==> src/rtl/mdio_pkg.sv <==
`timescale 1ns/1ps
package mdio_pkg;

    localparam int OFS_CMD    = 'h00;
    localparam int OFS_ADDR   = 'h04;
    localparam int OFS_WDATA  = 'h08;
    localparam int OFS_RDATA  = 'h0C;
    localparam int OFS_STATUS = 'h10;

    localparam int FIELD_W    = 16;
    localparam int START_BIT  = 14;

    // Bit order of this struct matches the command word bits 13:0.
    typedef struct packed {
        logic [1:0] clause;
        logic [1:0] opc;
        logic [4:0] port;
        logic [4:0] reg_dev;
    } mdio_cmd_t;

endpackage

==> src/rtl/mdio_regs.sv <==
`timescale 1ns/1ps
module mdio_regs
    import mdio_pkg::*;
#(
    parameter int ADDR_W = 5,
    parameter int BUS_W  = 32
) (
    input  logic              clk,
    input  logic              rst_n,
    input  logic              bus_we,
    input  logic [ADDR_W-1:0] bus_addr,
    input  logic [BUS_W-1:0]  bus_wdata,
    output logic [BUS_W-1:0]  bus_rdata,
    input  logic              busy,
    input  logic              done,
    input  logic [FIELD_W-1:0] rd_data,
    input  logic              ta_err,
    output logic              launch,
    output mdio_cmd_t         cmd,
    output logic [FIELD_W-1:0] addr_reg,
    output logic [FIELD_W-1:0] wdata_reg,
    output logic              fail
);

    typedef struct packed {
        mdio_cmd_t          cmd;
        logic [FIELD_W-1:0] addr;
        logic [FIELD_W-1:0] wdat;
        logic [FIELD_W-1:0] rdat;
        logic               fail;
    } regs_t;

    regs_t regs_d, regs_q;

    logic sel_cmd, sel_addr, sel_wdat, sel_rdat, sel_stat;
    logic unused_hi;

    assign sel_cmd  = (bus_addr == ADDR_W'(OFS_CMD));
    assign sel_addr = (bus_addr == ADDR_W'(OFS_ADDR));
    assign sel_wdat = (bus_addr == ADDR_W'(OFS_WDATA));
    assign sel_rdat = (bus_addr == ADDR_W'(OFS_RDATA));
    assign sel_stat = (bus_addr == ADDR_W'(OFS_STATUS));
    assign unused_hi = ^bus_wdata[BUS_W-1:START_BIT+1];

    // Only a command write with the start bit set, while idle, launches a frame.
    assign launch = bus_we && sel_cmd && bus_wdata[START_BIT] && !busy;

    always_comb begin
        regs_d = regs_q;
        if (launch) begin
            regs_d.cmd  = mdio_cmd_t'(bus_wdata[START_BIT-1:0]);
            regs_d.fail = 1'b0;
        end
        if (bus_we && sel_addr) regs_d.addr = bus_wdata[FIELD_W-1:0];
        if (bus_we && sel_wdat) regs_d.wdat = bus_wdata[FIELD_W-1:0];
        if (done && regs_q.cmd.opc[1]) begin
            regs_d.rdat = rd_data;
            regs_d.fail = ta_err;
        end
    end

    always_ff @(posedge clk or negedge rst_n) begin
        if (!rst_n) regs_q <= '0;
        else        regs_q <= regs_d;
    end

    always_comb begin
        bus_rdata = '0;
        if (sel_cmd) begin
            bus_rdata[START_BIT]     = busy;
            bus_rdata[START_BIT-1:0] = regs_q.cmd;
        end else if (sel_addr) begin
            bus_rdata[FIELD_W-1:0] = regs_q.addr;
        end else if (sel_wdat) begin
            bus_rdata[FIELD_W-1:0] = regs_q.wdat;
        end else if (sel_rdat) begin
            bus_rdata[FIELD_W-1:0] = regs_q.rdat;
        end else if (sel_stat) begin
            bus_rdata[0] = regs_q.fail;
        end
    end

    assign cmd       = regs_q.cmd;
    assign addr_reg  = regs_q.addr;
    assign wdata_reg = regs_q.wdat;
    assign fail      = regs_q.fail;

endmodule

==> src/rtl/mdio_clkdiv.sv <==
`timescale 1ns/1ps
module mdio_clkdiv #(
    parameter int HALF_DIV = 2
) (
    input  logic clk,
    input  logic rst_n,
    input  logic en,
    output logic mdc,
    output logic rise,
    output logic fall
);

    localparam int CNT_W = (HALF_DIV > 1) ? $clog2(HALF_DIV) : 1;

    typedef struct packed {
        logic [CNT_W-1:0] cnt;
        logic             mdc;
    } div_t;

    div_t div_d, div_q;
    logic tick;

    assign tick = en && (div_q.cnt == CNT_W'(HALF_DIV - 1));
    assign rise = tick && !div_q.mdc;
    assign fall = tick &&  div_q.mdc;

    always_comb begin
        div_d = div_q;
        if (!en) begin
            div_d = '0;
        end else if (tick) begin
            div_d.cnt = '0;
            div_d.mdc = !div_q.mdc;
        end else begin
            div_d.cnt = div_q.cnt + CNT_W'(1);
        end
    end

    always_ff @(posedge clk or negedge rst_n) begin
        if (!rst_n) div_q <= '0;
        else        div_q <= div_d;
    end

    assign mdc = div_q.mdc;

endmodule

==> src/rtl/mdio_shifter.sv <==
`timescale 1ns/1ps
module mdio_shifter
    import mdio_pkg::*;
#(
    parameter int PRE_BITS = 32
) (
    input  logic               clk,
    input  logic               rst_n,
    input  logic               launch,
    input  mdio_cmd_t          cmd_in,
    input  logic [FIELD_W-1:0] addr_reg,
    input  logic [FIELD_W-1:0] wdata_reg,
    input  logic               rise,
    input  logic               fall,
    input  logic               mdio_i,
    output logic               busy,
    output logic               done,
    output logic               mdio_o,
    output logic               mdio_oe,
    output logic [FIELD_W-1:0] rd_data,
    output logic               ta_err
);

    localparam int HDR_BITS = $bits(mdio_cmd_t);
    localparam int FRAME    = PRE_BITS + HDR_BITS + 2 + FIELD_W;
    localparam int IDX_W    = $clog2(FRAME);
    localparam int TA_FIRST = PRE_BITS + HDR_BITS;
    localparam int TA_LAST  = TA_FIRST + 1;
    localparam int DAT_FIRST = TA_FIRST + 2;

    typedef struct packed {
        logic               busy;
        logic               rd;
        logic [IDX_W-1:0]   idx;
        logic [FRAME-1:0]   sh;
        logic [FIELD_W-1:0] rdsh;
        logic               ta_err;
    } shf_t;

    shf_t shf_d, shf_q;

    logic               is_rd;
    logic               addr_frame;
    logic [1:0]         ta_bits;
    logic [FIELD_W-1:0] data_bits;
    logic               last_bit;

    assign is_rd      = cmd_in.opc[1];
    assign addr_frame = (cmd_in.clause == 2'd0) && (cmd_in.opc == 2'd0);
    assign ta_bits    = is_rd ? 2'b11 : 2'b10;
    assign data_bits  = is_rd ? '1 : (addr_frame ? addr_reg : wdata_reg);
    assign last_bit   = (shf_q.idx == IDX_W'(FRAME - 1));

    always_comb begin
        shf_d = shf_q;
        done  = 1'b0;
        if (launch) begin
            shf_d.busy   = 1'b1;
            shf_d.rd     = is_rd;
            shf_d.idx    = '0;
            shf_d.sh     = {{PRE_BITS{1'b1}}, cmd_in, ta_bits, data_bits};
            shf_d.rdsh   = '0;
            shf_d.ta_err = 1'b0;
        end else if (shf_q.busy) begin
            if (rise && shf_q.rd) begin
                if (shf_q.idx == IDX_W'(TA_LAST)) begin
                    shf_d.ta_err = mdio_i;
                end
                if (shf_q.idx >= IDX_W'(DAT_FIRST)) begin
                    shf_d.rdsh = {shf_q.rdsh[FIELD_W-2:0], mdio_i};
                end
            end
            if (fall) begin
                if (last_bit) begin
                    shf_d.busy = 1'b0;
                    done       = 1'b1;
                end else begin
                    shf_d.idx = shf_q.idx + IDX_W'(1);
                    shf_d.sh  = {shf_q.sh[FRAME-2:0], 1'b0};
                end
            end
        end
    end

    always_ff @(posedge clk or negedge rst_n) begin
        if (!rst_n) shf_q <= '0;
        else        shf_q <= shf_d;
    end

    assign busy    = shf_q.busy;
    assign mdio_o  = shf_q.sh[FRAME-1];
    assign mdio_oe = shf_q.busy && !(shf_q.rd && (shf_q.idx >= IDX_W'(TA_FIRST)));
    assign rd_data = shf_q.rdsh;
    assign ta_err  = shf_q.ta_err;

endmodule

==> src/rtl/mdio_master.sv <==
`timescale 1ns/1ps
module mdio_master
    import mdio_pkg::*;
#(
    parameter int HALF_DIV = 2,
    parameter int PRE_BITS = 32,
    parameter int ADDR_W   = 5,
    parameter int BUS_W    = 32
) (
    input  logic              clk,
    input  logic              rst_n,
    input  logic              bus_we,
    input  logic [ADDR_W-1:0] bus_addr,
    input  logic [BUS_W-1:0]  bus_wdata,
    output logic [BUS_W-1:0]  bus_rdata,
    output logic              mdc,
    output logic              mdio_o,
    output logic              mdio_oe,
    input  logic              mdio_i
);

    logic               busy, done, launch, ta_err, fail;
    logic               rise, fall;
    mdio_cmd_t          cmd_cur;
    logic [FIELD_W-1:0] addr_reg, wdata_reg, rd_data;

    mdio_regs #(.ADDR_W(ADDR_W), .BUS_W(BUS_W)) u_regs (
        .clk       (clk),
        .rst_n     (rst_n),
        .bus_we    (bus_we),
        .bus_addr  (bus_addr),
        .bus_wdata (bus_wdata),
        .bus_rdata (bus_rdata),
        .busy      (busy),
        .done      (done),
        .rd_data   (rd_data),
        .ta_err    (ta_err),
        .launch    (launch),
        .cmd       (cmd_cur),
        .addr_reg  (addr_reg),
        .wdata_reg (wdata_reg),
        .fail      (fail)
    );

    mdio_clkdiv #(.HALF_DIV(HALF_DIV)) u_div (
        .clk   (clk),
        .rst_n (rst_n),
        .en    (busy),
        .mdc   (mdc),
        .rise  (rise),
        .fall  (fall)
    );

    mdio_shifter #(.PRE_BITS(PRE_BITS)) u_shf (
        .clk       (clk),
        .rst_n     (rst_n),
        .launch    (launch),
        .cmd_in    (cmd_cur_next(bus_wdata)),
        .addr_reg  (addr_reg),
        .wdata_reg (wdata_reg),
        .rise      (rise),
        .fall      (fall),
        .mdio_i    (mdio_i),
        .busy      (busy),
        .done      (done),
        .mdio_o    (mdio_o),
        .mdio_oe   (mdio_oe),
        .rd_data   (rd_data),
        .ta_err    (ta_err)
    );

    // The shifter loads the frame in the accepting cycle, so it takes the
    // fields straight from the bus word rather than the stored copy.
    function automatic mdio_cmd_t cmd_cur_next(input logic [BUS_W-1:0] w);
        return mdio_cmd_t'(w[START_BIT-1:0]);
    endfunction

endmodule

==> config.mk <==
export PLATFORM = sky130hd
export DESIGN_NAME = mdio_master
export DESIGN_NICKNAME = d
export VERILOG_FILES = /design/src/rtl/mdio_pkg.sv /design/src/rtl/mdio_regs.sv /design/src/rtl/mdio_clkdiv.sv /design/src/rtl/mdio_shifter.sv /design/src/rtl/mdio_master.sv
export SDC_FILE = /design/constraint.sdc
export NUM_CORES = 1
export LEC_CHECK = 0
export BUFFER_PORTS_ARGS = -buffer_cell sky130_fd_sc_hd__buf_2
export CAP_MARGIN = 20
export CORE_ASPECT_RATIO = 1.2
export CORE_MARGIN = 4
export CORE_UTILIZATION = 43
export DETAILED_ROUTE_END_ITERATION = 12
export PLACE_DENSITY = 0.62
export SETUP_SLACK_MARGIN = 0.2
export SLEW_MARGIN = 15
export SYNTH_ARGS = -nofsm -noshare
export SYNTH_HDL_FRONTEND = slang
export SYNTH_HIERARCHICAL = 1
export SYNTH_SLANG_ARGS = --single-unit
==> constraint.sdc <==
create_clock -name clk -period 3.65 [get_ports clk]
set_input_delay 1.095 -clock clk [delete_from_list [all_inputs] [get_ports clk]]
set_output_delay 1.095 -clock clk [all_outputs]
set_load 0.02 [all_outputs]
Word level (Yosys, flattened, before mapping)
Index checks and enable logic that the tools add are counted.

word-level totals
  register bits = 154
  bits in latches = 0
  memory bits (writable) = 0
  ROM bits = 0
  input port bits = 41
  output and inout bits = 35
  logic and storage cells = 86
  memories = 0

operators by class
  add/sub/neg operators = 2
  multipliers = 0
  div/mod/pow operators = 0
  magnitude comparators = 2
  equal/unequal tests = 8
  shifts and indexed selects = 0
  mux-type cells = 30
  bitwise operators = 0
  reduce and logical (&&, ||, !) cells = 28

operator list
  operator             number
  $mux 87              2
  $mux 70              2
  $mux 16              5
  $mux 15              2
  $mux 1               17
  $mux 17              1
  $logic_and 1x1->1    13
  $eq 6x6->1 const B   2
  $ge 6x6->1 const B   2
  $reduce_bool 2->1    6
  $eq 5x4->1 const B   2
  $reduce_and 3->1     3
  $add 6x1->6 const B  1
  $eq 5x3->1 const B   1
  $eq 5x5->1 const B   1
  $logic_not 5->1      1
  $logic_not 2->1      2
  $ne 2x2->1 const B   2
  $logic_not 1->1      3
  $mux 2               1
  $add 1x1->1 const B  1

Depth between registers and ports, before layout
  depth after elaboration = 7
  mapped depth = 13
  gate-level depth less buffers = 6

Cells and area by module
The synthesis kept the hierarchy.

modules (own cells, without submodules)
  module        instances  cells an instance  area an instance (um2)  sequential area each (um2)
  mdio_shifter  1          493                4,901.0                 2,227.1
  mdio_regs     1          285                3,454.6                 1,576.5
  mdio_clkdiv   1          8                  88.8                    50.0

Worst setup path before layout
OpenSTA, ideal clock, no wires.

  path kind = input to register
  start = input port bus_addr[4]
  end = register u_regs.regs_q[10]
  setup time = 0.125 ns
  data arrival time = 4.197 ns
  required time = 3.525 ns
  setup slack = -0.671 ns
  stages = 13
  path buffers = 7
  cell sequence = or4_1 > buf_2 > or4_4 > buf_6 > buf_8 > inv_1 > buf_2 > buf_2 > clkbuf_1 > nor4_1 > nand2_1 > clkbuf_1 > mux2_2

between the ends
  word-level cells in the longest chain between the ends = 6

ends and longest elaborated chain
  what                            line                text
  start: declaration              mdio_master.sv:13   input logic [ADDR_W-1:0] bus_addr,
  $logic_not 5->1                 mdio_regs.sv:38     assign sel_cmd = (bus_addr == ADDR_W'(OFS_CMD));
  $logic_and 1x1->1 (3 in a row)  mdio_regs.sv:46     assign launch = bus_we && sel_cmd && bus_wdata[START_BIT] && !busy;
  named net launch                mdio_master.sv:22   logic busy, done, launch, ta_err, fail;
  $mux 1                          mdio_shifter.sv:57  if (launch) begin
  named net done                  mdio_master.sv:22
  $logic_and 1x1->1               mdio_regs.sv:56     if (done && regs_q.cmd.opc[1]) begin
  end signal: assignment          mdio_regs.sv:64     else regs_q <= regs_d;
  end: declaration                mdio_regs.sv:33     regs_t regs_d, regs_q;

The timed path passes the listed nets, and every way through them passes these cells.
A chain may end at the register's enable or synchronous reset.

Worst setup path in the final report
  start = input port bus_addr[1]
  end = output port bus_rdata[9]

between the ends
  word-level cells in the longest chain between the ends = 5
  elaborated cells between the ends (all ways) = 8
  those cells by class = 3 x eq/ne; 4 x mux; 1 x reduce/logical

ends and longest elaborated chain
  what              line               text
  $eq 5x4->1        mdio_regs.sv:41    assign sel_rdat = (bus_addr == ADDR_W'(OFS_RDATA));
  $mux 15           mdio_regs.sv:76    end else if (sel_rdat) begin
  $mux 16           mdio_regs.sv:74    end else if (sel_wdat) begin
  $mux 16           mdio_regs.sv:72    end else if (sel_addr) begin
  $mux 15 *         mdio_regs.sv:69    if (sel_cmd) begin
  end: declaration  mdio_master.sv:15  output logic [BUS_W-1:0] bus_rdata,

Mark *: on every way between the ends. The rest lies on a longest branch, timed or not.

==> metrics.txt <==
Post-Route WL=about 21 mm; # hold bufs at CTS=0; Root Buffer=clkbuf_16; # DRC=0; synth-to-layout area growth=13.61%; most used cell, CP=buf_6; Largest stage delay, worst path=600 ps; Cell Pwr Density=~540 nW/um2; Critical Setup Path Class=in -> out; Die H=roughly 160 um; first-pass GRT wire length=between 30 and 40 mm; largest net degree at the start of global routing=a little under 70; status=completed; Cell Area, Placed=about 8600 um2; crit path from=bus_addr[1]; DIE WIDTH=between 100 and 150 um; dpl ws=-110.9 ps; Worst setup SP type=input pin; Longest Clk Path Bufs=2; worst IR drop on VDD=approximately 370 uV; Routed met3 length=about 940 um; Avg Cell Area, Syn=around 11 um2; Yosys warning total=6; critical-path maximum fanout=7; Max Slew Vio Count=0; Rows=55; share of layout cells above drive strength 1=28.61%; area of the core=between 15000 and 20000 um2; DR vias=between 6000 and 7000; Biggest register=u_shf/shf_q; hold path startpoint=u_shf/rd_data[15]$_DFFE_PN0P_; WHS=roughly 500 ps; FF+latch area=~3900 um2; CTS sink cnt=about 150; Period minus WS final=3632 ps; nets=between 700 and 800; Arr. time, crit path=2540 ps; clock skew=roughly 5.0 ps; final setup violating endpoints=0; TritonCTS clock tree=built; max layer used=met4; crit-path cells=buf_6 > buf_6 > or4b_4 > buf_16 > o22ai_2 > o21a_4 > buf_4; Lkg Pwr=around 4 nW; slowest CP cell=or4b_4; Min-Delay Path Class=reg -> reg; CTS Buf Count=17; M1 WL=around 9 mm; worst setup margin=17.55 ps; Req. time, crit path=2550 ps; Non-Filler Cell Area, Final=roughly 9500 um2; Max H-tree Level=4; Critical R2R Launch=u_div/div_q[1]$_DFF_PN0_; Slew headroom=~45%; max_cap viols=0; global-route usage over all layers=between 10% and 20%; GP Congestion=between 0.8 and 0.9; clk_lat worst skew=roughly 420 ps; Vias/cell=5.980; fmax=approximately 280 MHz; DRT iter0 DRCs=455; CP Capture Type=output port; # port buffers=43; Die ar.=about 22000 um2; max reg flops=70; total power=5.073 mW; n_diodes=0; RSZ-0062 raised after global routing=true; IO Pins=between 70 and 80; fill cell count=between 1500 and 2000; Final HPWL DP=about 13 mm; Hold Fails Final Rpt=0; met2 wire length=slightly above 10 mm; antenna viol nets, final=0; Period Utilization, post-route=roughly 100%; Initial Utilization=between 40% and 50%; GRT overflow=0; DRT Pass-1 Iters=5; Mapped Area=about 8300 um2; hold depth=1; vias in the first global route=roughly 6000; initial antenna violation count=0; worst slew pin tran=around 830 ps; clk slew on worst S/H paths=about 60 ps; Wirelength per Cell=around 21 um; reg2reg path depth=7; Cells after Synth=772; footprint of the multi-input gates=slightly below 4000 um2
-- metrics by stage --
step | utilization, % | cells | TNS (ps)
after CTS | 49.77 | 1011 | 0
final | 49.88 | 1011 | 0
after detailed placement | 45.03 | 978 | -1001
after global placement | 45.03 | 978 | -891.2
after floorplan | - | 787 | -815.4
after global routing | 49.88 | 1011 | -6.676
-- per-layer routing --
metal / GRT usage (%) / vias to the layer above
met3: 3.979 / 37
met2: 31.32 / 179
met1: 25.58 / 3091
met4: 8.295 / 0
li1: - / 2739
met5: 0 / -
-- power by group --
group / switching (mW) / leakage [nW] / internal, mW
sequential: 0.277 / 1.91 / 2.07
combinational: 0.512 / 1.80 / 0.429
clock: 0.700 / 0.281 / 1.09
total: 1.49 / 4.00 / 3.58
-- placed cells by master, fill, tap and decap left out, types with 6 or more instances in the layout --
master,instances
nor2b_1,16
buf_4,25
buf_12,7
o31a_1,16
a2111oi_0,13
nand2_1,22
nor3_1,19
mux2_2,47
o21a_4,12
mux2i_1,48
a2bb2oi_1,13
o22ai_4,10
clkbuf_16,17
mux2_4,17
nor2_1,40
buf_6,19
a21oi_1,22
a211oi_1,16
dfrtp_1,154
nand3_1,31
o211ai_1,13
inv_1,6
o41ai_1,15
o21ai_0,17
buf_2,24
o2111ai_1,13
conb_1,16
a211o_1,15
-- critical path: cells and delay by family --
kind                   cells  cell delay, ps
AND/OR/NAND/NOR            1             600
AO/OA/AOI/OAI              2             320
buffers and inverters      4             520
-- worst paths after layout --
check | end | slack (ps)
worst max-delay path | bus_rdata[9] | 20
worst min-delay path | u_regs/regs_q[16]$_DFFE_PN0P_ | 510
worst max register to register | u_regs/regs_q[15]$_DFFE_PN0P_ | 970
worst min register to register | u_regs/regs_q[16]$_DFFE_PN0P_ | 510
max in group asynchronous | u_shf/shf_q[28]$_DFFE_PN0P_ | 2200
min in group asynchronous | u_regs/wdata_reg[6]$_DFFE_PN0P_ | 650
-- area by class of cell --
| cell class | instances | area share [%] |
|---|---|---|
| clock buffer | 19 | 4.675 |
| sequential | 154 | 40.68 |
| clock inverter | 12 | 1.572 |
| tap | 256 | 3.381 |
| inverter | 7 | 0.2905 |
| multi-input combinational | 486 | 41.97 |
| timing repair buffer | 77 | 7.435 |
-- repair_timing --
action,in CTS,in global routing
buffers inserted,1,0
gates resized for setup,60,4
cloned,1,0
endpoints found under the setup margin,15,15
pin swaps,11,0
Power figures use the tool's default switching activity.
